File: src/rtl/nap_pkg.sv
package nap_pkg;

  typedef enum logic [1:0] {
    NAP_AWAKE = 2'd0,
    NAP_WFE   = 2'd1,
    NAP_WFI   = 2'd2
  } napState_t;

  // control -> datapath strobes
  typedef struct packed {
    logic clrEvt;   // consume the event flag
    logic sendEvt;  // accepted send-event
  } napStrobe_t;

  // datapath -> control status
  typedef struct packed {
    logic evtPending; // flag set or event arriving now
    logic wakeWfe;    // wake condition under event-wait rules
    logic wakeWfi;    // wake condition under interrupt-wait rules
  } napStatus_t;

endpackage

File: src/rtl/nap_datapath.sv
module nap_datapath
  import nap_pkg::*;
#(
  parameter int NUM_CORES = 4,
  parameter int CORE_ID   = 0
) (
  input  logic                 clk,
  input  logic                 rstN,
  input  napStrobe_t           strobe,
  input  logic [NUM_CORES-1:0] sibEvt,
  input  logic                 irqLine,
  input  logic                 fiqLine,
  input  logic                 abortLine,
  input  logic                 maskI,
  input  logic                 maskF,
  input  logic                 maskA,
  input  logic                 dbgReq,
  input  logic                 dbgEn,
  output napStatus_t           status,
  output logic                 evtOut
);

  logic [NUM_CORES-1:0] sibKept;
  logic                 evtIn;
  logic                 evtFlag;
  logic                 abortWake;

  // drop this core's own slot of the sibling vector
  for (genvar g = 0; g < NUM_CORES; g++) begin : g_sib
    if (g == CORE_ID) begin : g_own
      assign sibKept[g] = 1'b0;
    end else begin : g_other
      assign sibKept[g] = sibEvt[g];
    end
  end

  assign evtIn     = strobe.sendEvt | (|sibKept);
  assign abortWake = abortLine & ~maskA;

  always_comb begin
    status.evtPending = evtFlag | evtIn;
    status.wakeWfe    = (irqLine & ~maskI) | (fiqLine & ~maskF) | abortWake
                      | (dbgReq & dbgEn) | evtIn;
    status.wakeWfi    = irqLine | fiqLine | abortWake | dbgReq;
  end

  always_ff @(posedge clk or negedge rstN) begin
    if (!rstN) begin
      evtFlag <= 1'b0;
      evtOut  <= 1'b0;
    end else begin
      evtOut <= strobe.sendEvt;
      if (strobe.clrEvt) begin
        evtFlag <= 1'b0;
      end else if (evtIn) begin
        evtFlag <= 1'b1;
      end
    end
  end

endmodule

File: src/rtl/nap_ctrl.sv
module nap_ctrl
  import nap_pkg::*;
#(
  parameter bit HINTS_ON = 1'b1
) (
  input  logic       clk,
  input  logic       rstN,
  input  logic       wfeReq,
  input  logic       wfiReq,
  input  logic       sevReq,
  input  napStatus_t status,
  output napStrobe_t strobe,
  output logic       coreStall,
  output logic       wakePulse
);

  napState_t state, stateNxt;
  logic      awake;
  logic      doWfe, doWfi;
  logic      leaveWfe, leaveWfi;

  assign awake    = (state == NAP_AWAKE);
  assign doWfi    = HINTS_ON & awake & wfiReq;
  assign doWfe    = HINTS_ON & awake & wfeReq & ~wfiReq;
  assign leaveWfe = (state == NAP_WFE) & status.wakeWfe;
  assign leaveWfi = (state == NAP_WFI) & status.wakeWfi;

  always_comb begin
    strobe.sendEvt = HINTS_ON & awake & sevReq;
    strobe.clrEvt  = doWfe | leaveWfe;
  end

  always_comb begin
    stateNxt = state;
    unique case (state)
      NAP_AWAKE: begin
        if (doWfi) begin
          stateNxt = NAP_WFI;
        end else if (doWfe && !status.evtPending) begin
          stateNxt = NAP_WFE;
        end
      end
      NAP_WFE: if (status.wakeWfe) stateNxt = NAP_AWAKE;
      NAP_WFI: if (status.wakeWfi) stateNxt = NAP_AWAKE;
      default: stateNxt = NAP_AWAKE;
    endcase
  end

  always_ff @(posedge clk or negedge rstN) begin
    if (!rstN) begin
      state     <= NAP_AWAKE;
      wakePulse <= 1'b0;
    end else begin
      state     <= stateNxt;
      wakePulse <= leaveWfe | leaveWfi;
    end
  end

  assign coreStall = ~awake;

endmodule

File: src/rtl/core_nap_ctrl.sv
module core_nap_ctrl
  import nap_pkg::*;
#(
  parameter int NUM_CORES = 4,
  parameter int CORE_ID   = 0,
  parameter bit HINTS_ON  = 1'b1
) (
  input  logic                 clk,
  input  logic                 rstN,
  input  logic                 wfeReq,
  input  logic                 wfiReq,
  input  logic                 sevReq,
  input  logic                 irqLine,
  input  logic                 fiqLine,
  input  logic                 abortLine,
  input  logic                 maskI,
  input  logic                 maskF,
  input  logic                 maskA,
  input  logic                 dbgReq,
  input  logic                 dbgEn,
  input  logic [NUM_CORES-1:0] sibEvt,
  output logic                 coreStall,
  output logic                 wakePulse,
  output logic                 evtOut
);

  napStrobe_t strobe;
  napStatus_t status;

  nap_ctrl #(.HINTS_ON(HINTS_ON)) uCtrl (
    .clk       (clk),
    .rstN      (rstN),
    .wfeReq    (wfeReq),
    .wfiReq    (wfiReq),
    .sevReq    (sevReq),
    .status    (status),
    .strobe    (strobe),
    .coreStall (coreStall),
    .wakePulse (wakePulse)
  );

  nap_datapath #(.NUM_CORES(NUM_CORES), .CORE_ID(CORE_ID)) uDp (
    .clk       (clk),
    .rstN      (rstN),
    .strobe    (strobe),
    .sibEvt    (sibEvt),
    .irqLine   (irqLine),
    .fiqLine   (fiqLine),
    .abortLine (abortLine),
    .maskI     (maskI),
    .maskF     (maskF),
    .maskA     (maskA),
    .dbgReq    (dbgReq),
    .dbgEn     (dbgEn),
    .status    (status),
    .evtOut    (evtOut)
  );

endmodule

File: config.mk
export PLATFORM = sky130hd
export DESIGN_NAME = core_nap_ctrl
export DESIGN_NICKNAME = d
export VERILOG_FILES = /design/src/rtl/nap_pkg.sv /design/src/rtl/nap_datapath.sv /design/src/rtl/nap_ctrl.sv /design/src/rtl/core_nap_ctrl.sv
export SDC_FILE = /design/constraint.sdc
export NUM_CORES = 1
export LEC_CHECK = 0
export BUFFER_PORTS_ARGS = -buffer_cell sky130_fd_sc_hd__buf_2
export CELL_PAD_IN_SITES_DETAIL_PLACEMENT = 1
export CELL_PAD_IN_SITES_GLOBAL_PLACEMENT = 1
export CORE_AREA = 2 2 39 41
export DETAILED_ROUTE_END_ITERATION = 12
export DIE_AREA = 0 0 41 43
export PLACE_DENSITY = 0.68
export RECOVER_POWER = 25
export SETUP_SLACK_MARGIN = 0.15
export SYNTH_ARGS = -nofsm -noshare
export SYNTH_HDL_FRONTEND = slang
export SYNTH_SLANG_ARGS = --single-unit
File: constraint.sdc
create_clock -name clk -period 3.5 [get_ports clk]
set_input_delay 0.35 -clock clk [delete_from_list [all_inputs] [get_ports clk]]
set_output_delay 0.35 -clock clk [all_outputs]
set_load 0.05 [all_outputs]
### After elaboration in Yosys (flattened, before gate mapping)

Cells that the tools add are included.

* register bits after elaboration: 5
* input port bits: 17
* output and inout bits: 3
* word-level logic and storage cells: 48

* eq/ne operators: 5
* mux-type cells: 7
* bitwise logic cells: 26
* reductions and logical operators: 6

Operators with widths (number)
* $or 1x1->1: 11
* $and 1x1->1: 10
* $mux 2: 4
* $pmux 2 s3: 1
* $not 1->1: 5
* $ne 2x1->1 const B: 2
* $ne 3x3->1 const B: 1
* $reduce_and 3->1: 1
* $reduce_or 3->1: 1
* $eq 2x1->1 const B: 1
* $eq 2x2->1 const B: 1
* $logic_not 2->1: 1
* $mux 1: 2
* $reduce_bool 2->1: 1
* $logic_and 1x1->1: 1
* $logic_not 1->1: 1

### Depth between registers and ports, before layout

* depth after elaboration: 9
* depth in mapped cells: 4
* gate-level depth less buffers: 4

### Cells and area by module

A second synthesis with hierarchy kept.

* cell total of the unflattened synthesis: 29
* area total of the unflattened synthesis: 280.3 sq um

Modules (own cells, without submodules)
* nap_ctrl: times used 1, cells each 17, area each 158.9 sq um, sequential area each 75.1 sq um
* nap_datapath: times used 1, cells each 12, area each 121.4 sq um, sequential area each 50.0 sq um

### Least setup slack after synthesis

OpenSTA, ideal clock, no wires.

* kind: register -> register
* start: register uCtrl.state[1]
* end: register uCtrl.state[0]
* library setup time: 72 ps
* data arrival time: 1510 ps
* required time: 3428 ps
* setup slack: 1918 ps
* stages on the path, launching flop included: 5
* buffers on the path: 0
* clock period less this slack: 1582 ps
* path through: dfrtp_1 -> or2_1 -> or3b_1 -> o32a_1 -> nor2_1

* cells in the longest elaborated chain, start to end: 8
* elaborated cells between the ends (all ways): 18
* classes of those cells: eq/ne (5); mux (2); bitwise (7); reduce/logical (4)

RTL lines
* start: declaration: line nap_ctrl.sv:17 `napState_t state, stateNxt;`
* start signal: assignment: line nap_ctrl.sv:54 `state <= stateNxt;`
* $logic_not 2->1: line nap_ctrl.sv:22, nap_ctrl.sv:35
* $and 1x1->1: line nap_ctrl.sv:29 `strobe.sendEvt = HINTS_ON & awake & sevReq;`
* $or 1x1->1: line nap_datapath.sv:37 `assign evtIn = strobe.sendEvt | (|sibKept);`
* $or 1x1->1: line nap_datapath.sv:41 `status.evtPending = evtFlag | evtIn;`
* $logic_not 1->1: line nap_ctrl.sv:39 `end else if (doWfe && !status.evtPending) begin`
* $logic_and 1x1->1: line nap_ctrl.sv:39
* $ne 3x3->1 (no line)
* $reduce_and 3->1 (no line)

Several ways; a longest one is shown, not always the timed one.
A chain may end at the register's enable or synchronous reset.

### Worst setup path after layout

* start: register uCtrl.state[1]
* end: output port coreStall

* cells in the longest elaborated chain, start to end: 2

RTL lines
* $logic_not 2->1: line nap_ctrl.sv:22 `assign awake = (state == NAP_AWAKE);`
* $not 1->1: line nap_ctrl.sv:59 `assign coreStall = ~awake;`
* end: declaration: line core_nap_ctrl.sv:22 `output logic coreStall,`

No other way between the ends.

==> metrics.md <==
| Metric | Value |
|---|---|
| Post-synth ARST share | 100% |
| Die area | 1760 µm² |
| Die Span Y | approximately 43 µm |
| Setup TNS | 0 ns |
| Vias in the first global route | around 270 |
| Max Buffers Root-to-Sink | 2 |
| Crit Path Class | register to output port |
| Largest net degree at the start of global routing | 7 |
| Yosys warns | 0 |
| Vias per cell | 4.41 |
| PortBufs | 18 |
| Slew headroom | between 70% and 80% |
| Most common cell after layout, fill and taps aside | buf_2 |
| Synth Instances | 25 |
| DP HPWL | just under 600 µm |
| Crit-path max FO | 6 |
| WL/cell | 11.1 µm |
| Worst EP arrival | about 1.2 ns |
| Initial antenna violation count | 0 |
| Final worst slack | 2.00 ns |
| Max Clock Freq | ~670 MHz |
| Crit-path cells | or2_1 -> buf_2 |
| Initial Util | 20.2% |
| Status | completed |
| Final Skew | 0.000856 ns |
| DRC violations left | 0 |
| #FFs+latches synth | 5 |
| Via count | 282 |
| Post-synthesis cell area | 279 µm² |
| Part of the power in registers | 37.9% |
| Layout cells sized above 1 | about half |
| CTS tree | yes |
| Routed WL | 712 µm |
| Hold WC Path Type | input port to register |
| GR Util All Layers | 9.26% |
| Min cycle time layout | 1.50 ns |
| Internal | 0.121 mW |
| Yosys cell types | 17 |
| Power per cell area | 401 nW/µm² |
| Worst-path clk slew | 0.04 ns |
| Max-slew violation count | 0 |
| DP Area | 389 µm² |
| TritonRoute pass-1 iters | 2 |
| Leakage power | between 0.2 and 0.25 nW |
| GRT overflow | 0 |
| Cell area after layout | 424 µm² |
| First-pass GRT wire length | roughly 1000 µm |
| Clock Latency Late Sink | between 0.2 and 0.25 ns |
| DIE WIDTH | 41 µm |
| RSZ-0062 raised after global routing | false |
| Fillers | 172 |
| H-tree Lvls | 1 |
| Place WS | 2.06 ns |
| Area of the core | 1380 µm² |
| Most frequent cells in the layout | 17 x buf_2, 5 x dfrtp_1, 3 x nor2_1, 3 x clkbuf_4 |
| # rows | 14 |
| Post-CTS resize count | 0 |
| Final hold violations | 0 |
| P&R area growth vs syn | 52.0% |
| Slew @ Worst Pin | 0.396 ns |
| Clk pwr share | 39.4% |
| # setup viols final | 0 |
| Routability Congestion | 0.761 |
| Slowest CP cell | dfrtp_1 |
| Post-CTS setup buffer count | 0 |
| Gate power share | 22.7% |
| Antenna diode count | 0 |
| Switching Share | 29.0% |
| CTS sink cnt | 5 |
| Max-Cap Viols | 0 |
| Nets | 66 |
| TritonCTS Buffers | 3 |
| IO Pins | 20 |
| Switch Pwr | between 0.04 and 0.05 mW |
| Final ANT Viol Nets | 0 |
| Final worst-path cycle share | 42.8% |
| Sequential cell area fraction in the yosys report | 44.8% |
| Critical Path RT | 3.15 ns |
| Worst vdd ir | 192 µV |
| CP Launch Type | register |
| Syn_area_per_cell | between 10 and 15 µm² |
| Iter 0 DRT Violations | 1 |
| Max stage delay on crit path | around 0.43 ns |
| Main synth FF type | dfrtp_1 |
| Post-synth EDFFs | 0 |
| Syn Nets | 42 |
| R2R Setup Slk | about 2.1 ns |
| Clock root buffer | clkbuf_4 |
| Crit end category | output port |
-- repair_timing --
item,CTS,global route
endpoints found under the setup margin,0,0
hold buffers,1,0
hold endpoints to repair,5,0
-- cells in the mapped netlist (2+ instances only) --
master	number	area, µm²
dfrtp_1	5	125
nor2_1	3	11.3
inv_1	2	7.51
nand2_1	2	7.51
-- power by group through the flow --
stage / combinational (mW) / sequential, mW / clock, mW
after floorplan: 0.0159 / 0.0723 / 0
after global placement: 0.0375 / 0.0655 / 0
after detailed placement: 0.0384 / 0.0654 / 0
after CTS: 0.0395 / 0.0646 / 0.0716
after global routing: 0.0416 / 0.0650 / 0.0782
final: 0.0386 / 0.0645 / 0.0670
-- state kept, by name (all words and copies together) (netlist names) --
name             count
uCtrl.state          2
uCtrl.wakePulse      1
uDp.evtFlag          1
uDp.evtOut           1
-- area by class of cell --
| type | count | area [µm²] | share of cell area (%) |
|---|---|---|---|
| Tap cell | 16 | 20.0 | 4.72 |
| Sequential cell | 5 | 125 | 29.5 |
| Inverter | 2 | 7.51 | 1.77 |
| Timing Repair Buffer | 19 | 98.8 | 23.3 |
| Multi-Input combinational cell | 18 | 146 | 34.5 |
| Clock buffer | 4 | 26.3 | 6.19 |
-- path summary, 6_finish.rpt --
check | from | end | depth (start not counted)
min in group asynchronous | rstN | uCtrl.wakePulse | 2
worst min register to register | uCtrl.state[0] | uCtrl.state[1] | 1
worst min-delay path | sibEvt[3] | uCtrl.state[0] | 3
max in group asynchronous | rstN | uDp.evtFlag | 2
worst max register to register | uCtrl.state[1] | uCtrl.state[0] | 4
worst max-delay path | uCtrl.state[1] | coreStall | 2
-- through the flow --
step	power (mW)	cells	hold slack [ns]	utilization (%)
after CTS	0.176	64	0.380	30.7
final	0.170	64	0.387	30.7
after floorplan	0.0883	25	0.0544	-
after global routing	0.185	64	0.381	30.7
after global placement	0.103	59	0.173	28.1
after detailed placement	0.104	59	0.171	28.1
-- worst max-delay path: cells and delay by family (launching register included) --
family | cells | cell delay [ns]
flops | 1 | 0.43
buf+inv | 1 | 0.21
simple gates | 1 | 0.26
-- per-layer routing --
| metal | wire [µm] | GRT usage, % |
|---|---|---|
| met4 | 0 | 4.00 |
| met1 | 271 | 8.44 |
| met2 | 374 | 15.0 |
| met3 | 66 | 6.28 |
| met5 | 0 | 0 |
-- cell families after synthesis --
| kind of cell | Yosys count | share of synthesized area [%] |
|---|---|---|
| AO/OA/AOI/OAI | 5 | 21.5 |
| buffers and inverters | 2 | 2.69 |
| flip-flops | 5 | 44.8 |
| multiplexers | 1 | 3.59 |
| AND/OR/NAND/NOR | 12 | 27.4 |
Note: power is estimated with default switching activity, not from simulation.
